==> src/rtl/arbctl_pkg.sv <==
package arbctl_pkg;
    localparam int REG_NUM_W = 10;

    // register numbers; the primary control number is the only readable one
    localparam logic [REG_NUM_W-1:0] NUM_STAT  = 10'h084;
    localparam logic [REG_NUM_W-1:0] NUM_EADDR = 10'h086;
    localparam logic [REG_NUM_W-1:0] NUM_CTRL  = 10'h087;

    localparam int N_ALIAS = 3;
    localparam logic [N_ALIAS*REG_NUM_W-1:0] ALIAS_NUMS = {10'h089, 10'h081, 10'h077};

    typedef struct packed {
        logic rd;        // read strobe
        logic ctrl_hit;  // primary control number
        logic alias_hit; // any alias number
        logic eaddr_hit;
        logic stat_hit;
    } dec_t;
endpackage

==> src/rtl/arbctl_decode.sv <==
module arbctl_decode
    import arbctl_pkg::*;
#(
    parameter int ADDR_W = REG_NUM_W
) (
    input  logic              en,
    input  logic              wr,
    input  logic [ADDR_W-1:0] num,
    output dec_t              dec
);
    localparam int CMP_W = (ADDR_W > REG_NUM_W) ? ADDR_W : REG_NUM_W;

    logic [CMP_W-1:0]   num_x;
    logic [N_ALIAS-1:0] alias_vec;

    assign num_x = CMP_W'(num);

    for (genvar i = 0; i < N_ALIAS; i++) begin : g_alias
        assign alias_vec[i] = en && (num_x == CMP_W'(ALIAS_NUMS[i*REG_NUM_W +: REG_NUM_W]));
    end

    always_comb begin
        dec           = '0;
        dec.rd        = en && !wr;
        dec.ctrl_hit  = en && (num_x == CMP_W'(NUM_CTRL));
        dec.eaddr_hit = en && (num_x == CMP_W'(NUM_EADDR));
        dec.stat_hit  = en && (num_x == CMP_W'(NUM_STAT));
        dec.alias_hit = |alias_vec;
    end
endmodule

==> src/rtl/arbctl_ctrl_reg.sv <==
module arbctl_ctrl_reg #(
    parameter int                DATA_W    = 32,
    parameter logic [DATA_W-1:0] KEEP_MASK = 32'hF800_0000
) (
    input  logic              clk,
    input  logic              rst_n,
    input  logic              wr_en,
    input  logic [DATA_W-1:0] wdata,
    output logic [DATA_W-1:0] ctrl_q
);
    typedef struct packed {
        logic [DATA_W-1:0] ctrl;
    } ctrl_state_t;

    ctrl_state_t st_d, st_q;

    always_comb begin
        st_d = st_q;
        if (wr_en) begin
            st_d.ctrl = wdata & KEEP_MASK;
        end
    end

    always_ff @(posedge clk) begin
        if (!rst_n) begin
            st_q <= '0;
        end else begin
            st_q <= st_d;
        end
    end

    assign ctrl_q = st_q.ctrl;
endmodule

==> src/rtl/arbctl_err_capture.sv <==
module arbctl_err_capture #(
    parameter int DATA_W = 32
) (
    input  logic              clk,
    input  logic              rst_n,
    input  logic              clr_en,
    input  logic [DATA_W-1:0] clr_bits,
    input  logic              err_pulse,
    input  logic [DATA_W-1:0] err_addr,
    input  logic [DATA_W-1:0] err_status,
    output logic [DATA_W-1:0] stat_q,
    output logic [DATA_W-1:0] eaddr_q
);
    typedef struct packed {
        logic [DATA_W-1:0] stat;
        logic [DATA_W-1:0] eaddr;
    } err_state_t;

    err_state_t        st_d, st_q;
    logic [DATA_W-1:0] clr_v;
    logic [DATA_W-1:0] set_v;

    always_comb begin
        st_d  = st_q;
        clr_v = clr_en ? clr_bits : '0;
        set_v = err_pulse ? err_status : '0;
        // set applied after clear so hardware wins
        st_d.stat = (st_q.stat & ~clr_v) | set_v;
        if (err_pulse && (st_q.stat == '0)) begin
            st_d.eaddr = err_addr;
        end
    end

    always_ff @(posedge clk) begin
        if (!rst_n) begin
            st_q <= '0;
        end else begin
            st_q <= st_d;
        end
    end

    assign stat_q  = st_q.stat;
    assign eaddr_q = st_q.eaddr;
endmodule

==> src/rtl/arbctl_regs.sv <==
module arbctl_regs
    import arbctl_pkg::*;
#(
    parameter int                ADDR_W    = REG_NUM_W,
    parameter int                DATA_W    = 32,
    parameter logic [DATA_W-1:0] CTRL_KEEP = 32'hF800_0000
) (
    input  logic              clk,
    input  logic              rst_n,
    input  logic              reg_en,
    input  logic              reg_wr,
    input  logic [ADDR_W-1:0] reg_addr,
    input  logic [DATA_W-1:0] reg_wdata,
    output logic [DATA_W-1:0] reg_rdata,
    input  logic              err_pulse,
    input  logic [DATA_W-1:0] err_addr,
    input  logic [DATA_W-1:0] err_status,
    output logic [DATA_W-1:0] arb_ctrl
);
    dec_t              dec;
    logic [DATA_W-1:0] ctrl_q;
    logic [DATA_W-1:0] stat_q;
    logic [DATA_W-1:0] eaddr_q;

    arbctl_decode #(.ADDR_W(ADDR_W)) u_dec (
        .en  (reg_en),
        .wr  (reg_wr),
        .num (reg_addr),
        .dec (dec)
    );

    arbctl_ctrl_reg #(.DATA_W(DATA_W), .KEEP_MASK(CTRL_KEEP)) u_ctrl (
        .clk    (clk),
        .rst_n  (rst_n),
        .wr_en  (dec.ctrl_hit && reg_wr),
        .wdata  (reg_wdata),
        .ctrl_q (ctrl_q)
    );

    arbctl_err_capture #(.DATA_W(DATA_W)) u_err (
        .clk        (clk),
        .rst_n      (rst_n),
        .clr_en     (dec.stat_hit && reg_wr),
        .clr_bits   (reg_wdata),
        .err_pulse  (err_pulse),
        .err_addr   (err_addr),
        .err_status (err_status),
        .stat_q     (stat_q),
        .eaddr_q    (eaddr_q)
    );

    always_comb begin
        reg_rdata = '0;
        if (dec.rd) begin
            if (dec.ctrl_hit) begin
                reg_rdata = ctrl_q;
            end else if (dec.eaddr_hit) begin
                reg_rdata = eaddr_q;
            end else if (dec.stat_hit) begin
                reg_rdata = stat_q;
            end else if (dec.alias_hit) begin
                reg_rdata = '0;
            end
        end
    end

    assign arb_ctrl = ctrl_q;
endmodule

==> config.mk <==
export PLATFORM = sky130hd
export DESIGN_NAME = arbctl_regs
export DESIGN_NICKNAME = d
export VERILOG_FILES = /design/src/rtl/arbctl_pkg.sv /design/src/rtl/arbctl_decode.sv /design/src/rtl/arbctl_ctrl_reg.sv /design/src/rtl/arbctl_err_capture.sv /design/src/rtl/arbctl_regs.sv
export SDC_FILE = /design/constraint.sdc
export NUM_CORES = 1
export LEC_CHECK = 0
export BUFFER_PORTS_ARGS = -buffer_cell sky130_fd_sc_hd__buf_2
export CAP_MARGIN = 25
export CORE_MARGIN = 4
export CORE_UTILIZATION = 39
export CTS_BUF_LIST = sky130_fd_sc_hd__clkbuf_8
export CTS_CLUSTER_DIAMETER = 150
export DETAILED_ROUTE_END_ITERATION = 7
export MAX_ROUTING_LAYER = met4
export PLACE_DENSITY = 0.69
export SYNTH_ARGS = -nofsm -noshare
export SYNTH_HDL_FRONTEND = slang
export SYNTH_HIERARCHICAL = 1
export SYNTH_SLANG_ARGS = --single-unit
==> constraint.sdc <==
create_clock -name clk -period 2 [get_ports clk]
set_input_delay 0.1 -clock clk [delete_from_list [all_inputs] [get_ports clk]]
set_output_delay 0.1 -clock clk [all_outputs]
set_load 0.01 [all_outputs]
==> flow_metrics.env, run 1 <==
export IMPL_status="finished clean"
export IMPL_timing_critical_path_arrival_ns=1.74
export IMPL_dpl_cell_area_sq_mm=0.00518
export IMPL_reg2regPathDepth=5
export IMPL_grt_total_usage=0.210
export IMPL_cts_buffers_inserted=9
export IMPL_worstPathRequired_ns=1.90
export IMPL_cts_tree="built"
export IMPL_port_buffer_count=147
export IMPL_final_net_count=767
export IMPL_detail_route_first_pass_iterations=5
export IMPL_multi_input_comb_area_sq_mm=0.00253
export IMPL_critPathTopFamily="simple AND/OR/NAND/NOR gates"
export IMPL_design_area_sq_mm=0.00567
export IMPL_hold_violations=0
export IMPL_powerDensity_mw_per_mm2=576
export IMPL_die_height_microns=116
export IMPL_yosys_warnings=6
export IMPL_finalWorstPathRequiredPeriod_ns=1.84
export IMPL_reg2reg_setup_slack_ns=0.24
export IMPL_syn2layout_area_growth_pct=25.7
export IMPL_route_detailed_wl_per_inst_microns=17.3
export IMPL_end_kind="output port"
export IMPL_number_of_antenna_violations_at_the_first_check_in_global_routing=1
export IMPL_worst_hold_startpoint="err_status[8]"
export IMPL_area_sequential_sq_mm=0.00138
export IMPL_critical_path_class="in2out"
export IMPL_drc=0
export IMPL_clock_insertion_delay_worst_skew_ns=0.35
export IMPL_finClkSkew_ns=0.0102
export IMPL_cp_slowest_stage_delay_ns=0.32
export IMPL_initial_standard_cell_utilization_of_the_core=0.397
export IMPL_setup_worst_path_start_class="primary input"
export IMPL_total_power_w=0.00327
export IMPL_number_of_placement_rows=39
export IMPL_dpl_cell_count=763
export IMPL_setup_violations=0
export IMPL_h_tree_depth=3
export IMPL_ant_nets=0
export IMPL_drt_iter0_markers=426
export IMPL_detailedPlacementHpwl_microns=9870
export IMPL_synthCells=512
export IMPL_gp_congestion=0.875
export IMPL_grt_setup_unrepaired="no"
export IMPL_grt_pass1_wl_microns=21600
export IMPL_p_leak_nw=2.01
export IMPL_min_delay_worst_endpoint="u_err/stat_q[8]$_SDFF_PN0_"
export IMPL_worstHoldPathCells=3
export IMPL_critical_path_slowest_cell="sky130_fd_sc_hd__nor4b_2"
export IMPL_route_final_wire_length_microns=13900
export IMPL_drv_slew=0
export IMPL_maxcap_viol_count=0
export IMPL_synthesized_area_divided_by_synthesized_cell_count_sq_um=8.81
export IMPL_cp_num_cells=8
export IMPL_path_clk_slew_ns=0.08
export IMPL_holdCritPathClass="in2reg"
export IMPL_first_global_vias=4324
export IMPL_worstPathBufferInverterCount=3
export IMPL_clock_sinks=69
export IMPL_r2r_path_start="u_err/stat_q[23]$_SDFF_PN0_"
export IMPL_layout_drive_gt1_share=0.377
export IMPL_cp_cell_sequence="buf_2, nor4b_2, nand3_1, nor2_2, buf_12, nand3b_1, a221oi_2, buf_2"
export IMPL_setup_tns_ns=0
export IMPL_ctsLongestPathBuffers=2
export IMPL_grt_max_degree=41
export IMPL_timing_critical_path_fanout_max=32
export IMPL_max_slew_margin_rel=0.383
export IMPL_nFillCells=1062
export IMPL_timing_limited_maximum_frequency_ghz=0.544
export IMPL_layout_worst_path_cycle_share=0.918
export IMPL_regToRegEndpoint="u_err/eaddr_q[0]$_SDFFE_PN0P_"
export IMPL_detail_route_vias_per_cell=5.51
export IMPL_power_ir_vdd_worst_mv=0.274
export IMPL_die_area_sq_mm=0.0134
export IMPL_worst_slew_pin_slew_ns=0.924
export IMPL_globalRouteOverflowTotal=0
export IMPL_core_sq_mm=0.0114
export IMPL_die_width_microns=116
export IMPL_final_instance_count_excl_fill=805
export IMPL_postCtsSetupRepairBufs=0
export IMPL_detailroute_via_count=4433
export IMPL_crit_path_frequent_cell="sky130_fd_sc_hd__buf_2"
export IMPL_ctsRootBufferMaster="sky130_fd_sc_hd__clkbuf_8"
export IMPL_synthesis_area_sq_mm=0.00451
export IMPL_pin_count=175
[stage by stage]
step	hold WS [ns]	util	setup slack, ns
after floorplan	0.228	-	0.188
after global placement	0.351	0.456	0.165
after detailed placement	0.357	0.456	0.0314
after CTS	0.000716	0.498	0.0133
after global routing	0.00241	0.499	0.0249
final	0.0186	0.499	0.163
[flip-flops by register name, indices dropped and copies added (netlist names)]
register       count
u_err/stat_q      32
u_ctrl/ctrl_q      5
u_err/eaddr_q     32
[per-layer routing]
layer	vias to the layer above	part of all wire	GRT usage
met3	17	0.078	0.0386
met4	0	0.014	0.0743
li1	2129	-	-
met2	202	0.48	0.334
met1	2085	0.43	0.268
met5	-	0	-
[worst max-delay path by stage]
stage                     start                     endpoint  slack [ns]
CTS                 reg_addr[5]                 reg_rdata[9]        0.01
global placement    reg_addr[5]                 reg_rdata[2]        0.16
global route        reg_addr[5]                reg_rdata[11]        0.02
floorplan           reg_addr[5]  u_err/stat_q[24]$_SDFF_PN0_        0.19
detailed placement  reg_addr[5]                 reg_rdata[9]        0.03
finish              reg_addr[5]                reg_rdata[11]        0.16
[repair_timing]
item / CTS / global route
hold endpoints to repair: 25 / 0
hold buffers: 25 / 0
resized for setup: 0 / 1
endpoints found under the setup margin: 0 / 32
[worst register-to-register path, delay by kind of cell (launching register included)]
kind / cells / cell delay, ns
buf+inv: 1 / 0.31
compound gates: 2 / 0.41
flops: 1 / 0.35
simple gates: 2 / 0.56
[final cells by class]
cell class / instances / share of cell area
clock inverters: 5 / 0.0130
flip-flops and latches: 69 / 0.244
repair buffers: 190 / 0.215
well taps: 143 / 0.0316
inverters: 35 / 0.0232
clock buffers: 11 / 0.0267
multi-input cells: 351 / 0.446
diodes: 1 / 0.000441
[report_power, final]
group	internal, W	switching, W	leakage [nW]	total, W
combinational	0.000207	0.000293	1.32	0.000500
clock	0.000762	0.000529	0.121	0.00129
sequential	0.00142	0.0000568	0.563	0.00147
total	0.00239	0.000879	2.01	0.00327
[cells in the final DEF, fill, tap and decap left out, types with 2 or more instances in the layout]
master	instances
sky130_fd_sc_hd__buf_2	147
sky130_fd_sc_hd__dfxtp_1	69
sky130_fd_sc_hd__a21oi_1	64
sky130_fd_sc_hd__inv_1	34
sky130_fd_sc_hd__nand2_1	33
sky130_fd_sc_hd__nor2_1	33
sky130_fd_sc_hd__nand3b_1	32
sky130_fd_sc_hd__a221oi_2	32
sky130_fd_sc_hd__a22oi_1	32
sky130_fd_sc_hd__nand4_1	32
sky130_fd_sc_hd__conb_1	27
sky130_fd_sc_hd__dlygate4sd3_1	25
sky130_fd_sc_hd__o31ai_2	20
sky130_fd_sc_hd__o31ai_1	12
sky130_fd_sc_hd__clkbuf_8	11
sky130_fd_sc_hd__buf_4	10
sky130_fd_sc_hd__buf_12	8
sky130_fd_sc_hd__nor2b_1	6
sky130_fd_sc_hd__mux2i_1	5
sky130_fd_sc_hd__nor4_4	3
sky130_fd_sc_hd__nor4_2	3
sky130_fd_sc_hd__inv_2	2
sky130_fd_sc_hd__and2_1	2
sky130_fd_sc_hd__clkinv_2	2
sky130_fd_sc_hd__bufinv_16	2
sky130_fd_sc_hd__nor3b_1	2
sky130_fd_sc_hd__nor2_4	2
sky130_fd_sc_hd__nand4_2	2
sky130_fd_sc_hd__and4_1	2
(Power assumes the default switching activity.)
==> run 2, diff against run 1 <==
==> constraint.sdc (replaced) <==
create_clock -name clk -period 1.58 [get_ports clk]
set_input_delay 0.079 -clock clk [delete_from_list [all_inputs] [get_ports clk]]
set_output_delay 0.079 -clock clk [all_outputs]
set_load 0.01 [all_outputs]
==> run 2 against run 1 <==
The run now ends with setup timing left. Total power is 40% higher. Sequential share of layout area down 5.4 points. Sequential power is 27% higher. Clock power increased by 40%. Final cell count rose by 12%. Die area is the same. Count of clock-buffer cells in the layout is 1 lower. Combinational power is 77% higher. Via count is 14% higher. Register-to-register slack lost 0.48 ns. Highest routed layer unchanged.
==> flow_metrics.env, run 2 (synthesized netlist as in run 1, its figures left out) <==
export IMPL_route_detailed_wl_per_inst_microns=20.3
export IMPL_worstPathRequired_ns=1.81
export IMPL_layout_commonest_cell="sky130_fd_sc_hd__buf_2"
export IMPL_cts_buffers_inserted=9
export IMPL_number_of_antenna_violations_at_the_first_check_in_global_routing=0
export IMPL_first_global_vias=4881
export IMPL_maxcap_viol_count=0
export IMPL_port_buffer_count=147
export IMPL_design_area_sq_mm=0.00729
export IMPL_core_sq_mm=0.0114
export IMPL_cp_slowest_stage_delay_ns=0.43
export IMPL_ctsRootBufferMaster="sky130_fd_sc_hd__clkbuf_8"
export IMPL_die_height_microns=116
export IMPL_grt_max_degree=65
export IMPL_grt_pass1_wl_microns=23800
export IMPL_timing_critical_path_fanout_max=8
export IMPL_dpl_cell_count=790
export IMPL_globalRouteOverflowTotal=0
export IMPL_hold_violations=0
export IMPL_detailroute_via_count=5055
export IMPL_final_net_count=862
export IMPL_p_leak_nw=2.65
export IMPL_clock_sinks=69
export IMPL_syn2layout_area_growth_pct=61.7
export IMPL_timing_critical_path_arrival_ns=2.06
export IMPL_status="finished, violations left"
export IMPL_final_instance_count_excl_fill=899
export IMPL_failed_checks="setup timing"
export IMPL_drc=0
export IMPL_post_placement_setup_slack_ns=-0.227
export IMPL_grt_total_usage=0.231
export IMPL_total_power_w=0.00457
export IMPL_cts_tree="built"
export IMPL_end_kind="flip-flop"
export IMPL_path_clk_slew_ns=0.09
export IMPL_detail_route_first_pass_iterations=5
export IMPL_drv_slew=0
export IMPL_antennaDiodeCount=0
export IMPL_layout_drive_gt1_share=0.468
export IMPL_setup_violations=64
export IMPL_powerDensity_mw_per_mm2=626
export IMPL_grt_setup_unrepaired="yes"
export IMPL_die_area_sq_mm=0.0134
export IMPL_reg2reg_setup_slack_ns=-0.24
export IMPL_ant_nets=0
export IMPL_finClkSkew_ns=0.0132
export IMPL_critical_path_class="reg2reg"
export IMPL_pin_count=175
export IMPL_worst_slew_pin_slew_ns=0.973
export IMPL_max_slew_margin_rel=0.350
export IMPL_layout_worst_path_cycle_share=1.15
export IMPL_number_of_placement_rows=39
export IMPL_post_route_worst_setup_slack_ns=-0.243
export IMPL_setup_worst_path_start_class="flip-flop"
export IMPL_initial_standard_cell_utilization_of_the_core=0.397
export IMPL_finalWorstPathRequiredPeriod_ns=1.82
export IMPL_h_tree_depth=3
export IMPL_gp_congestion=0.813
export IMPL_cp_cell_sequence="nor4_4, nand4_4, clkbuf_16, o31ai_1, a21oi_1"
export IMPL_detailedPlacementHpwl_microns=10300
export IMPL_ctsLongestPathBuffers=2
export IMPL_die_width_microns=116
export IMPL_holdCritPathClass="in2reg"
export IMPL_most_common_layout_cells="145 x sky130_fd_sc_hd__buf_2, 66 x sky130_fd_sc_hd__dfxtp_1, 63 x sky130_fd_sc_hd__dlygate4sd3_1"
export IMPL_power_ir_vdd_worst_mv=0.471
export IMPL_route_final_wire_length_microns=18300
export IMPL_drt_iter0_markers=435
export IMPL_critical_path_slowest_cell="sky130_fd_sc_hd__nor4_4"
export IMPL_clock_insertion_delay_worst_skew_ns=0.36
export IMPL_detail_route_vias_per_cell=5.62
export IMPL_dpl_cell_area_sq_mm=0.00547
export IMPL_timing_limited_maximum_frequency_ghz=0.548
## run 2: cell types whose count changed in the layout (fill, tap and decap cells not counted), sizes merged, moves of 2 or more
cell,previous run,this run
clkbuf,11,22
dlygate4sd3,25,63
buf,165,210
clkinvlp,0,2
## run 2: critical path, delay by kind of cell (launching register included)
family / cells / cell delay (ns)
AO/OA/AOI/OAI: 2 / 0.43
buffers and inverters: 1 / 0.26
flip-flops: 1 / 0.34
AND/OR/NAND/NOR: 2 / 0.68
## run 2: power by group
part / switching [W] / total [W] / leakage, nW / internal [W]
logic: 0.000485 / 0.000887 / 1.97 / 0.000402
clock network: 0.000726 / 0.00181 / 0.119 / 0.00109
registers: 0.0000693 / 0.00186 / 0.564 / 0.00180
## run 2: area by class of cell
cell class,instances,area (sq um)
clock buffer,10,138
multi-input combinational,351,2920
clock inverter,6,110
inverter,35,131
timing repair buffer,285,2430
tap,143,179
fill,880,4080
sequential,69,1390
## run 2: metal layers
metal  share of wire  track usage  up-vias  wire length (microns)
met5               0            -        -                      0
met4           0.028       0.0892        0                    515
met3           0.075       0.0454       48                   1370
met2            0.50        0.385      298                   9110
met1            0.40        0.275     2388                   7280
li1                -            -     2321                      -
## run 2: final timing paths
kind,start,endpoint,cells after the start
worst min register to register,u_err/eaddr_q[4]$_SDFFE_PN0P_,u_err/eaddr_q[4]$_SDFFE_PN0P_,2
worst max register to register,u_err/stat_q[2]$_SDFF_PN0_,u_err/eaddr_q[29]$_SDFFE_PN0P_,5
worst max-delay path,u_err/stat_q[2]$_SDFF_PN0_,u_err/eaddr_q[29]$_SDFFE_PN0P_,5
worst min-delay path,err_status[4],u_err/stat_q[4]$_SDFF_PN0_,3
## run 2: repair_timing
action                                 in CTS  in global routing
gates cloned                                0                 16
setup buffers                               0                 17
pin swaps                                   4                 60
hold buffers                               63                  0
endpoints found under the hold margin      63                  0
setup endpoints to repair                  64                 64
resized for setup                          13                 74
## run 2: through the flow
step	utilization	TNS, ns	hold slack [ns]
2_1_floorplan	-	0	0.207
3_3_place_gp	0.481	-10.91	0.333
3_5_place_dp	0.481	-8.75	0.341
4_1_cts	0.564	-2.53	0.000103
5_1_grt	0.641	-11.80	0.0142
6_report	0.641	-6.19	0.00716
==> run 3, diff against run 2 <==
==> constraint.sdc (replaced) <==
create_clock -name clk -period 1.58 [get_ports clk]
set_input_delay 0.158 -clock clk [delete_from_list [all_inputs] [get_ports clk]]
set_output_delay 0.158 -clock clk [all_outputs]
set_load 0.01 [all_outputs]
==> run 3 against run 2 <==
The run still ends with setup timing left. First-iteration DRC count fell by 36%. Clock skew rose by 0.00089 ns. Sequential power barely moved. Critical path type is now in2out. Critical endpoint is now reg_rdata[16]. Highest routed layer unchanged.
==> flow_metrics.env, run 3 (synthesized netlist as in run 1, its figures left out) <==
export IMPL_ctsHoldBuffers=0
export IMPL_post_route_worst_setup_slack_ns=-0.303
export IMPL_utilization=0.596
export IMPL_worstPathRequired_ns=1.42
export IMPL_r2r_path_start="u_err/stat_q[24]$_SDFF_PN0_"
export IMPL_finClkSkew_ns=0.0141
export IMPL_dpl_cell_area_sq_mm=0.00551
export IMPL_layout_commonest_cell="sky130_fd_sc_hd__buf_2"
export IMPL_setup_violations=64
export IMPL_antennaDiodeCount=0
export IMPL_timing_limited_maximum_frequency_ghz=0.531
export IMPL_pin_count=175
export IMPL_nFillCells=978
export IMPL_layout_drive_gt1_share=0.513
export IMPL_detail_route_first_pass_iterations=5
export IMPL_holdCritPathClass="in2reg"
export IMPL_route_final_wire_length_microns=16200
export IMPL_port_buffer_count=147
export IMPL_drv_slew=0
export IMPL_final_net_count=808
export IMPL_clock_sinks=69
export IMPL_die_width_microns=116
export IMPL_grt_total_usage=0.235
export IMPL_critPathLaunch="reg_addr[4]"
export IMPL_power_ir_vdd_worst_mv=0.390
export IMPL_timing_critical_path_fanout_max=8
export IMPL_route_detailed_wl_per_inst_microns=19.1
export IMPL_detailroute_via_count=4710
export IMPL_end_kind="output port"
export IMPL_status="finished, violations left"
export IMPL_ctsRootBufferMaster="sky130_fd_sc_hd__clkbuf_8"
export IMPL_p_leak_nw=2.44
export IMPL_grt_setup_unrepaired="yes"
export IMPL_die_height_microns=116
export IMPL_first_global_vias=4724
export IMPL_timing_critical_path_arrival_ns=1.72
export IMPL_layout_worst_path_cycle_share=1.19
export IMPL_worst_hold_startpoint="err_status[25]"
export IMPL_cts_tree="built"
export IMPL_ant_nets=0
export IMPL_initial_standard_cell_utilization_of_the_core=0.397
export IMPL_grt_max_degree=65
export IMPL_powerDensity_mw_per_mm2=591
export IMPL_detailedPlacementHpwl_microns=10600
export IMPL_die_area_sq_mm=0.0134
export IMPL_critical_path_class="in2out"
export IMPL_h_tree_depth=3
export IMPL_finalWorstPathRequiredPeriod_ns=1.88
export IMPL_gp_congestion=0.828
export IMPL_grt_pass1_wl_microns=24000
export IMPL_globalRouteOverflowTotal=0
export IMPL_failed_checks="setup timing"
export IMPL_number_of_antenna_violations_at_the_first_check_in_global_routing=0
export IMPL_cts_buffers_inserted=9
export IMPL_syn2layout_area_growth_pct=50.3
export IMPL_setup_worst_path_start_class="primary input"
export IMPL_drc=0
export IMPL_number_of_placement_rows=39
export IMPL_design_area_sq_mm=0.00678
export IMPL_maxcap_viol_count=0
export IMPL_core_sq_mm=0.0114
export IMPL_detail_route_vias_per_cell=5.57
export IMPL_path_clk_slew_ns=0.08
export IMPL_hold_violations=0
export IMPL_clock_insertion_delay_worst_skew_ns=0.34
export IMPL_most_common_layout_cells="145 x sky130_fd_sc_hd__buf_2, 63 x sky130_fd_sc_hd__dfxtp_1, 44 x sky130_fd_sc_hd__buf_4"
export IMPL_drt_iter0_markers=279
export IMPL_ctsLongestPathBuffers=2
[run 3: what timing repair did]
item                                    CTS  global route
cloned                                   10             4
gates resized for setup                  90            27
endpoints found under the setup margin   64            64
setup buffers                             8             8
pin swaps                                56            56
[run 3: layout make-up]
type,count,area [sq um],share of cell area
multi-input cells,351,3030,0.447
repair buffers,231,1880,0.278
flip-flops and latches,69,1390,0.205
well taps,143,179,0.0264
inverters,35,131,0.0194
clock buffers,9,124,0.0183
clock inverters,7,43.8,0.00646
[run 3: path summary, 6_finish.rpt]
path,end,depth (start not counted),slack (ns)
worst min register to register,u_err/eaddr_q[14]$_SDFFE_PN0P_,2,0.49
worst max register to register,u_err/eaddr_q[0]$_SDFFE_PN0P_,7,-0.24
worst max-delay path,reg_rdata[16],9,-0.30
worst min-delay path,u_err/stat_q[25]$_SDFF_PN0_,3,0.07
[run 3: report_power, final]
group | internal, W | switching (W)
combinational | 0.000386 | 0.000511
sequential | 0.00180 | 0.0000655
clock | 0.000561 | 0.000684
total | 0.00274 | 0.00126
[run 3: routing by layer]
| metal | share of wire | wire, microns | track usage | vias to the layer above |
|---|---|---|---|---|
| li1 | - | - | - | 2212 |
| met1 | 0.42 | 6870 | 0.294 | 2269 |
| met2 | 0.49 | 7920 | 0.385 | 199 |
| met3 | 0.066 | 1070 | 0.0423 | 30 |
| met4 | 0.019 | 305 | 0.0782 | 0 |
| met5 | 0 | 0 | - | - |
[run 3: per-stage QoR]
| stage | power, W | setup WS (ns) | hold slack (ns) | setup TNS (ns) | cells |
|---|---|---|---|---|---|
| 2_1_floorplan | 0.00229 | -0.00564 | 0.286 | -0.168 | 538 |
| 3_3_place_gp | 0.00253 | -0.276 | 0.412 | -14.31 | 800 |
| 3_5_place_dp | 0.00255 | -0.324 | 0.417 | -17.13 | 800 |
| 4_1_cts | 0.00395 | -0.242 | 0.0523 | -10.13 | 834 |
| 5_1_grt | 0.00418 | -0.392 | 0.0445 | -18.50 | 845 |
| 6_report | 0.00400 | -0.303 | 0.0728 | -13.82 | 845 |
[run 3: worst max-delay path: stages]
cell and delay [ns]:
sky130_fd_sc_hd__buf_6 0.10, sky130_fd_sc_hd__nor4b_4 0.30, sky130_fd_sc_hd__nand3_2 0.17, sky130_fd_sc_hd__nor2_4 0.25, sky130_fd_sc_hd__buf_12 0.15, sky130_fd_sc_hd__buf_16 0.13, sky130_fd_sc_hd__a21oi_2 0.07, sky130_fd_sc_hd__a221oi_2 0.23
sky130_fd_sc_hd__buf_2 0.17
